$ cat src/rtl/sensor_regbank_pkg.sv
package sensor_regbank_pkg;
  localparam int ADDR_W = 7;
  localparam int DATA_W = 8;
  localparam logic [ADDR_W-1:0] ADDR_CTRL1    = 7'h10;
  localparam logic [ADDR_W-1:0] ADDR_CTRL2    = 7'h11;
  localparam logic [ADDR_W-1:0] ADDR_OUT_BASE = 7'h28;

  // control register 2 bit positions
  localparam int C2_BOOT  = 7;
  localparam int C2_FIFO  = 6;
  localparam int C2_STOP  = 5;
  localparam int C2_INC   = 4;
  localparam int C2_I2C   = 3;
  localparam int C2_SWRST = 2;
  localparam int C2_RSV   = 1;
  localparam int C2_ONE   = 0;

  localparam logic [DATA_W-1:0] CTRL2_DEFAULT = 8'h10;
  localparam logic [DATA_W-1:0] CMD_MASK      = 8'h85;
  localparam logic [DATA_W-1:0] RSV_MASK      = 8'h02;

  typedef struct packed {
    logic lpf_en;
    logic lpf_cfg;
    logic bdu;
  } ctrl1_t;

  typedef enum logic [1:0] {
    BW_DIV2  = 2'd0,
    BW_DIV9  = 2'd1,
    BW_DIV20 = 2'd2
  } bw_sel_e;
endpackage

$ cat src/rtl/sr_addr_ctr.sv
module sr_addr_ctr #(
  parameter int AW = 7
) (
  input  logic          clk,
  input  logic          rst_n,
  input  logic          start,
  input  logic [AW-1:0] start_addr,
  input  logic          step,
  input  logic          auto_inc,
  output logic [AW-1:0] addr_q
);
  logic [AW-1:0] addr_d;
  logic          addr_en;

  always_comb begin
    addr_en = 1'b0;
    addr_d  = addr_q;
    if (start) begin
      addr_en = 1'b1;
      addr_d  = start_addr;
    end else if (step && auto_inc) begin
      addr_en = 1'b1;
      addr_d  = addr_q + AW'(1);
    end
  end

  always_ff @(posedge clk or negedge rst_n) begin
    if (!rst_n)       addr_q <= '0;
    else if (addr_en) addr_q <= addr_d;
  end


  addr_step_chk: assert property (@(posedge clk) disable iff (!rst_n)
    (step && auto_inc && !start) |=> (addr_q == $past(addr_q) + AW'(1)));

  addr_hold_chk: assert property (@(posedge clk) disable iff (!rst_n)
    (step && !auto_inc && !start) |=> $stable(addr_q));
endmodule

$ cat src/rtl/sr_ctrl_regs.sv
module sr_ctrl_regs
  import sensor_regbank_pkg::*;
(
  input  logic              clk,
  input  logic              rst_n,
  input  logic              wr_ctrl1,
  input  logic              wr_ctrl2,
  input  logic [DATA_W-1:0] wdata,
  input  logic              boot_done,
  input  logic              swrst_done,
  input  logic              sample_valid,
  output ctrl1_t            ctrl1_q,
  output logic [DATA_W-1:0] ctrl2_q
);
  ctrl1_t            ctrl1_d;
  logic [DATA_W-1:0] ctrl2_d;
  logic              ctrl_en;

  always_comb begin
    ctrl1_d = ctrl1_q;
    ctrl2_d = ctrl2_q;
    if (wr_ctrl1) ctrl1_d = ctrl1_t'(wdata[2:0]);
    if (wr_ctrl2)
      // command bits are set-only from the bus; plain bits take the byte
      ctrl2_d = (wdata & ~CMD_MASK) | ((wdata | ctrl2_q) & CMD_MASK);
    if (boot_done)    ctrl2_d[C2_BOOT] = 1'b0;
    if (sample_valid) ctrl2_d[C2_ONE]  = 1'b0;
    if (swrst_done) begin
      ctrl1_d = '0;
      ctrl2_d = CTRL2_DEFAULT;
    end
    ctrl2_d = ctrl2_d & ~RSV_MASK;
    ctrl_en = wr_ctrl1 | wr_ctrl2 | boot_done | sample_valid | swrst_done;
  end

  always_ff @(posedge clk or negedge rst_n) begin
    if (!rst_n) begin
      ctrl1_q <= '0;
      ctrl2_q <= CTRL2_DEFAULT;
    end else if (ctrl_en) begin
      ctrl1_q <= ctrl1_d;
      ctrl2_q <= ctrl2_d;
    end
  end


  boot_clear_chk: assert property (@(posedge clk) disable iff (!rst_n)
    boot_done |=> !ctrl2_q[C2_BOOT]);

  boot_keep_chk: assert property (@(posedge clk) disable iff (!rst_n)
    (ctrl2_q[C2_BOOT] && !boot_done && !swrst_done) |=> ctrl2_q[C2_BOOT]);

  oneshot_clear_chk: assert property (@(posedge clk) disable iff (!rst_n)
    (sample_valid && !wr_ctrl2) |=> !ctrl2_q[C2_ONE]);

  swrst_default_chk: assert property (@(posedge clk) disable iff (!rst_n)
    swrst_done |=> (ctrl2_q == CTRL2_DEFAULT && ctrl1_q == '0));
endmodule

$ cat src/rtl/sr_out_bdu.sv
module sr_out_bdu #(
  parameter int NB = 3
) (
  input  logic            clk,
  input  logic            rst_n,
  input  logic            bdu,
  input  logic            sample_valid,
  input  logic [NB*8-1:0] sample_data,
  input  logic            release_rd,
  output logic [NB*8-1:0] out_q,
  output logic            frozen_q
);
  localparam int SW = NB * 8;

  logic [SW-1:0] pend_q, pend_d, out_d;
  logic          pend_v_q, pend_v_d, frozen_d;
  logic          out_en, pend_en, still_frozen;

  always_comb begin
    out_d        = out_q;
    out_en       = 1'b0;
    pend_d       = pend_q;
    pend_en      = 1'b0;
    pend_v_d     = pend_v_q;
    frozen_d     = frozen_q;
    still_frozen = frozen_q && !release_rd;
    if (!bdu) begin
      frozen_d = 1'b0;
      pend_v_d = 1'b0;
      if (sample_valid) begin
        out_d  = sample_data;
        out_en = 1'b1;
      end else if (pend_v_q) begin
        out_d  = pend_q;
        out_en = 1'b1;
      end
    end else if (sample_valid) begin
      if (still_frozen) begin
        pend_d   = sample_data;
        pend_en  = 1'b1;
        pend_v_d = 1'b1;
      end else begin
        out_d    = sample_data;
        out_en   = 1'b1;
        frozen_d = 1'b1;
        pend_v_d = 1'b0;
      end
    end else if (frozen_q && release_rd) begin
      if (pend_v_q) begin
        out_d    = pend_q;
        out_en   = 1'b1;
        frozen_d = 1'b1;
        pend_v_d = 1'b0;
      end else begin
        frozen_d = 1'b0;
      end
    end
  end

  always_ff @(posedge clk or negedge rst_n) begin
    if (!rst_n) out_q <= '0;
    else if (out_en) out_q <= out_d;
  end

  always_ff @(posedge clk or negedge rst_n) begin
    if (!rst_n) pend_q <= '0;
    else if (pend_en) pend_q <= pend_d;
  end

  always_ff @(posedge clk or negedge rst_n) begin
    if (!rst_n) begin
      pend_v_q <= 1'b0;
      frozen_q <= 1'b0;
    end else begin
      pend_v_q <= pend_v_d;
      frozen_q <= frozen_d;
    end
  end


  frozen_stable_chk: assert property (@(posedge clk) disable iff (!rst_n)
    (bdu && frozen_q && !release_rd) |=> $stable(out_q));

  direct_update_chk: assert property (@(posedge clk) disable iff (!rst_n)
    (!bdu && sample_valid) |=> (out_q == $past(sample_data)));

  pend_only_when_frozen_chk: assert property (@(posedge clk) disable iff (!rst_n)
    pend_v_q |-> frozen_q);
endmodule

$ cat src/rtl/sensor_regbank.sv
module sensor_regbank
  import sensor_regbank_pkg::*;
#(
  parameter int SAMPLE_BYTES = 3
) (
  input  logic                    clk,
  input  logic                    rst_n,
  input  logic                    bus_start,
  input  logic [6:0]              bus_addr,
  input  logic                    bus_wr,
  input  logic [7:0]              bus_wdata,
  input  logic                    bus_rd,
  output logic [7:0]              bus_rdata,
  input  logic                    sample_valid,
  input  logic [SAMPLE_BYTES*8-1:0] sample_data,
  output logic                    boot_req,
  input  logic                    boot_done,
  output logic                    swrst_req,
  input  logic                    swrst_done,
  output logic                    oneshot_req,
  output logic                    fifo_en,
  output logic                    stop_on_thr,
  output logic                    i2c_off,
  output logic [1:0]              bw_sel
);
  localparam logic [ADDR_W-1:0] ADDR_OUT_TOP = ADDR_OUT_BASE + ADDR_W'(SAMPLE_BYTES - 1);

  logic [ADDR_W-1:0]         addr_q;
  logic                      step, wr_ctrl1, wr_ctrl2, release_rd, frozen_q;
  ctrl1_t                    ctrl1_q;
  logic [DATA_W-1:0]         ctrl2_q;
  logic [SAMPLE_BYTES*8-1:0] out_q;
  logic [DATA_W-1:0]         out_byte [SAMPLE_BYTES];

  assign step       = (bus_wr | bus_rd) && !bus_start;
  assign wr_ctrl1   = bus_wr && !bus_start && (addr_q == ADDR_CTRL1);
  assign wr_ctrl2   = bus_wr && !bus_start && (addr_q == ADDR_CTRL2);
  assign release_rd = bus_rd && !bus_start && (addr_q == ADDR_OUT_TOP);

  sr_addr_ctr #(.AW(ADDR_W)) addr_i (
    .clk        (clk),
    .rst_n      (rst_n),
    .start      (bus_start),
    .start_addr (bus_addr),
    .step       (step),
    .auto_inc   (ctrl2_q[C2_INC]),
    .addr_q     (addr_q)
  );

  sr_ctrl_regs ctrl_i (
    .clk          (clk),
    .rst_n        (rst_n),
    .wr_ctrl1     (wr_ctrl1),
    .wr_ctrl2     (wr_ctrl2),
    .wdata        (bus_wdata),
    .boot_done    (boot_done),
    .swrst_done   (swrst_done),
    .sample_valid (sample_valid),
    .ctrl1_q      (ctrl1_q),
    .ctrl2_q      (ctrl2_q)
  );

  sr_out_bdu #(.NB(SAMPLE_BYTES)) out_i (
    .clk          (clk),
    .rst_n        (rst_n),
    .bdu          (ctrl1_q.bdu),
    .sample_valid (sample_valid),
    .sample_data  (sample_data),
    .release_rd   (release_rd),
    .out_q        (out_q),
    .frozen_q     (frozen_q)
  );

  for (genvar gi = 0; gi < SAMPLE_BYTES; gi++) begin : g_slice
    assign out_byte[gi] = out_q[gi*8 +: 8];
  end

  always_comb begin
    bus_rdata = '0;
    if (addr_q == ADDR_CTRL1) bus_rdata = {5'b0, ctrl1_q};
    else if (addr_q == ADDR_CTRL2) bus_rdata = ctrl2_q;
    for (int i = 0; i < SAMPLE_BYTES; i++)
      if (addr_q == ADDR_OUT_BASE + ADDR_W'(i)) bus_rdata = out_byte[i];
  end

  always_comb begin
    if (!ctrl1_q.lpf_en)     bw_sel = BW_DIV2;
    else if (ctrl1_q.lpf_cfg) bw_sel = BW_DIV20;
    else                     bw_sel = BW_DIV9;
  end

  assign boot_req    = ctrl2_q[C2_BOOT];
  assign swrst_req   = ctrl2_q[C2_SWRST];
  assign oneshot_req = ctrl2_q[C2_ONE];
  assign fifo_en     = ctrl2_q[C2_FIFO];
  assign stop_on_thr = ctrl2_q[C2_STOP];
  assign i2c_off     = ctrl2_q[C2_I2C];


  rsv_read_zero_chk: assert property (@(posedge clk) disable iff (!rst_n)
    (addr_q == ADDR_CTRL2) |-> !bus_rdata[C2_RSV]);

  bw_code_chk: assert property (@(posedge clk) disable iff (!rst_n)
    (bw_sel != 2'd3) && (ctrl1_q.lpf_en || bw_sel == 2'd0));

  unmapped_zero_chk: assert property (@(posedge clk) disable iff (!rst_n)
    (addr_q != ADDR_CTRL1 && addr_q != ADDR_CTRL2 &&
     (addr_q < ADDR_OUT_BASE || addr_q > ADDR_OUT_TOP)) |-> (bus_rdata == 8'h00));
endmodule

$ cat config.mk
export PLATFORM = sky130hd
export DESIGN_NAME = sensor_regbank
export DESIGN_NICKNAME = d
export VERILOG_FILES = /design/src/rtl/sensor_regbank_pkg.sv /design/src/rtl/sr_addr_ctr.sv /design/src/rtl/sr_ctrl_regs.sv /design/src/rtl/sr_out_bdu.sv /design/src/rtl/sensor_regbank.sv
export SDC_FILE = /design/constraint.sdc
export NUM_CORES = 1
export LEC_CHECK = 0
export ABC_CLOCK_PERIOD_IN_PS = 2050
export BUFFER_PORTS_ARGS = -buffer_cell sky130_fd_sc_hd__buf_2
export CAP_MARGIN = 25
export CORE_MARGIN = 2
export CORE_UTILIZATION = 50
export CTS_BUF_LIST = sky130_fd_sc_hd__clkbuf_2 sky130_fd_sc_hd__clkbuf_4 sky130_fd_sc_hd__clkbuf_8
export CTS_CLUSTER_SIZE = 30
export DETAILED_ROUTE_END_ITERATION = 7
export PLACE_DENSITY = 0.76
export SYNTH_ARGS = -nofsm -noshare
export SYNTH_HDL_FRONTEND = slang
export SYNTH_SLANG_ARGS = --single-unit
$ cat constraint.sdc
create_clock -name clk -period 2.05 [get_ports clk]
set_input_delay 0.41 -clock clk [delete_from_list [all_inputs] [get_ports clk]]
set_output_delay 0.41 -clock clk [all_outputs]
set_load 0.02 [all_outputs]
==> flow_summary_export.csv <==
group,metric,value,unit
worst_hold_path,hp-class,"in2async",
clock_network,hold_buffers,0,
timing,max_freq,430,MHz
critical_path,r2r-end,"out_i.out_q[10]",
floorplanning,rows,30,
place,gp_congestion,0.874,
timing,fin_skew,8.07,ps
detailed_routing,viasPerCell,5.69,
power_and_ir_drop,powerDensity,736,mW/mm2
detailed_routing,ant_nets,0,
job,maxCapViolCount,0,
floorplanning,ios,63,
clock_network,cts-root-buf,"clkbuf_8",
floorplanning,start_util,50.9,%
timing,hold_viol_final,0,
grt,grt_max_degree,48,
timing,worst_slack,-274,ps
floorplanning,fp.dieArea,0.00752,mm2
detailed_routing,firstDrtPassIters,5,
grt,first_global_vias,2481,
logic_synthesis,syn-cell-area,0.00342,mm2
detailed_routing,vias,2627,
clock_network,clkLatencyLatePin,350,ps
logic_synthesis,synth_top_area_share,48.3,%
timing,fin_crit,2320,ps
critical_path,rr_startpoint,"addr_i.addr_q[2]",
clock_network,numCtsBuffers,9,
timing,maxSlewHeadroom,61.2,%
outcome,status,"finished with violations",
logic_synthesis,yosysTopAreaCell,"dfrtp_1",
cells_and_area,fill_cells,463,
timing,maxSlewViolCount,0,
cells_and_area,layout.cells.non_filler,462,
logic_synthesis,synth-edff-count,0,
logic_synthesis,syn-mean-instance-area,11.8,um2
critical_path,ff2ff_setup_slack,20,ps
cells_and_area,seq_area,0.00168,mm2
detailed_routing,wl_per_cell,18.1,um
power_and_ir_drop,static-leakage-power,2.07,nW
place,dp_hpwl,5460,um
cells_and_area,drive_gt1_share,57.6,%
cells_and_area,nets,428,
critical_path,end_kind,"output pin",
clock_network,path_clk_slew,80,ps
logic_synthesis,synth_nets,342,
critical_path,critPathMaxFanout,5,
logic_synthesis,synth_area_leaders,"dfrtp_1, mux2_2, o21ai_0, mux2i_1, nand2_1",
logic_synthesis,ys_types,38,
logic_synthesis,yosysMostFrequentCell,"mux2_2",
detailed_routing,drtIter0Drc,207,
critical_path,cp-start-kind,"flop",
grt,antenna_found_initial,0,
timing,tightest_slew,574,ps
grt,grt-ovfl-total,0,
cells_and_area,antennaDiodeCount,0,
timing,setup_viol,8,
timing,fin_tns_setup,-1610,ps
logic_synthesis,ys_top_cells_by_count,"mux2_2, dfrtp_1, o21ai_0, nand2_1, nor2_1",
critical_path,reg2reg_depth,7,
floorplanning,die_height,86.7,um
critical_path,critPathKind,"reg2out",
floorplanning,design.core.area,0.00672,mm2
grt,grt_pass1_wl,12000,um
logic_synthesis,synth_seq_area_share,49.1,%
clock_network,cts.htree.levels,3,
logic_synthesis,dominantRegCellSynth,"dfrtp_1",
detailed_routing,wl,8360,um
timing,finalCritPeriodShare,113,%
clock_network,tritoncts,"done",
cells_and_area,synthToLayoutAreaGrowth,33.0,%
cells_and_area,multi_input_area,0.00185,mm2
logic_synthesis,ys_ff_latch,67,
clock_network,cts_sinks,67,
timing,rsz0062_at_grt,"true",
logic_synthesis,yosysWarningCount,0,
grt,grt_usage,20.9,%
power_and_ir_drop,total_power,3.35,mW
critical_path,required,1640,ps
clock_network,cts_max_path_buffers,2,
place,dp_cells,438,
logic_synthesis,netlist_instances,291,
place,port_buffers,62,
detailed_routing,drc_errors,0,
logic_synthesis,async_flop_share,100,%
floorplanning,die_w,86.7,um
outcome,violations,"negative setup slack",
critical_path,crit_arrival,1910,ps
power_and_ir_drop,ir_worst_vdd,0.387,mV
power breakdown:
group	switching [mW]	internal (mW)	total [mW]
registers	0.0799	1.42	1.50
clock network	0.524	0.670	1.19
logic	0.308	0.346	0.653
total	0.911	2.44	3.35
layout make-up:
class	instances	area share [%]
Clock buffer	12	3.63
Clock inverter	4	1.21
Inverter	2	0.220
Multi-Input combinational cell	205	40.6
Sequential cell	67	36.9
Tap cell	80	2.20
Timing Repair Buffer	92	15.2
sequential cells by signal, summed over array words and instances, names as in the netlist:
| name | cells |
|---|---|
| ctrl_i.ctrl2_q | 7 |
| addr_i.addr_q | 7 |
| ctrl_i.ctrl1_q | 3 |
| out_i.out_q | 24 |
| out_i.pend_q | 24 |
| out_i.frozen_q | 1 |
| out_i.pend_v_q | 1 |
repair_timing:
action	CTS	global route
gates cloned	0	2
pin swaps	3	20
resized for setup	15	54
setup buffers	2	4
hold endpoints to repair	0	0
setup endpoints to repair	8	8
worst max-delay path by stage:
stage,slack [ps],to,start
floorplan,-30,bus_rdata[6],addr_i.addr_q[2]
global placement,80,bus_rdata[6],addr_i.addr_q[4]
detailed placement,10,bus_rdata[3],addr_i.addr_q[4]
CTS,-260,bus_rdata[6],addr_i.addr_q[4]
global route,-290,bus_rdata[6],addr_i.addr_q[2]
finish,-270,bus_rdata[6],addr_i.addr_q[2]
worst max-delay path, stage by stage, from the launching register on:
cell	delay, ps
dfrtp_1	390
and4bb_4	360
nor3b_4	210
buf_6	160
a22oi_2	80
o21ai_2	220
buf_6	150
stage by stage:
| step | setup slack, ps | instance area [um2] | utilization (%) | hold slack [ps] |
|---|---|---|---|---|
| floorplan | -26.9 | 3430 | - | 114 |
| global placement | 83.5 | 3980 | 59.2 | 402 |
| detailed placement | 13.6 | 3980 | 59.2 | 411 |
| CTS | -262 | 4250 | 63.3 | 25.8 |
| global route | -292 | 4550 | 67.7 | 54.1 |
| finish | -274 | 4550 | 67.7 | 17.9 |
kinds of logic after synthesis:
logic type / synth area share (%)
AOI/OAI and AO/OA: 8.23
xor gates and xnor gates: 1.54
adders and majority gates: 1.46
buffers and inverters: 2.78
DFF: 49.1
muxes: 26.4
and+or+nand+nor: 10.5
layer usage:
metal  vias to the layer above  GRT usage [%]  routed length, um
met3                        16           5.05                321
met1                      1316           28.6               3670
met5                         -              0                  0
li1                       1216              -                  -
met2                        79           32.7               4160
met4                         0           7.24                205
placed cells by master, fill, tap and decap left out, drive strengths merged, types with 5 or more instances in the layout:
| master | netlist | final |
|---|---|---|
| nor2 | 16 | 16 |
| nand3 | 11 | 11 |
| a31oi | 5 | 5 |
| a21oi | 8 | 8 |
| buf | 9 | 90 |
| clkbuf | 8 | 14 |
| mux2i | 8 | 8 |
| nand2b | 8 | 8 |
| dfrtp | 66 | 66 |
| nand2 | 19 | 19 |
| a22oi | 5 | 5 |
| o21ai | 20 | 20 |
| mux2 | 73 | 73 |
No activity file was read; power rests on OpenSTA's default activity.
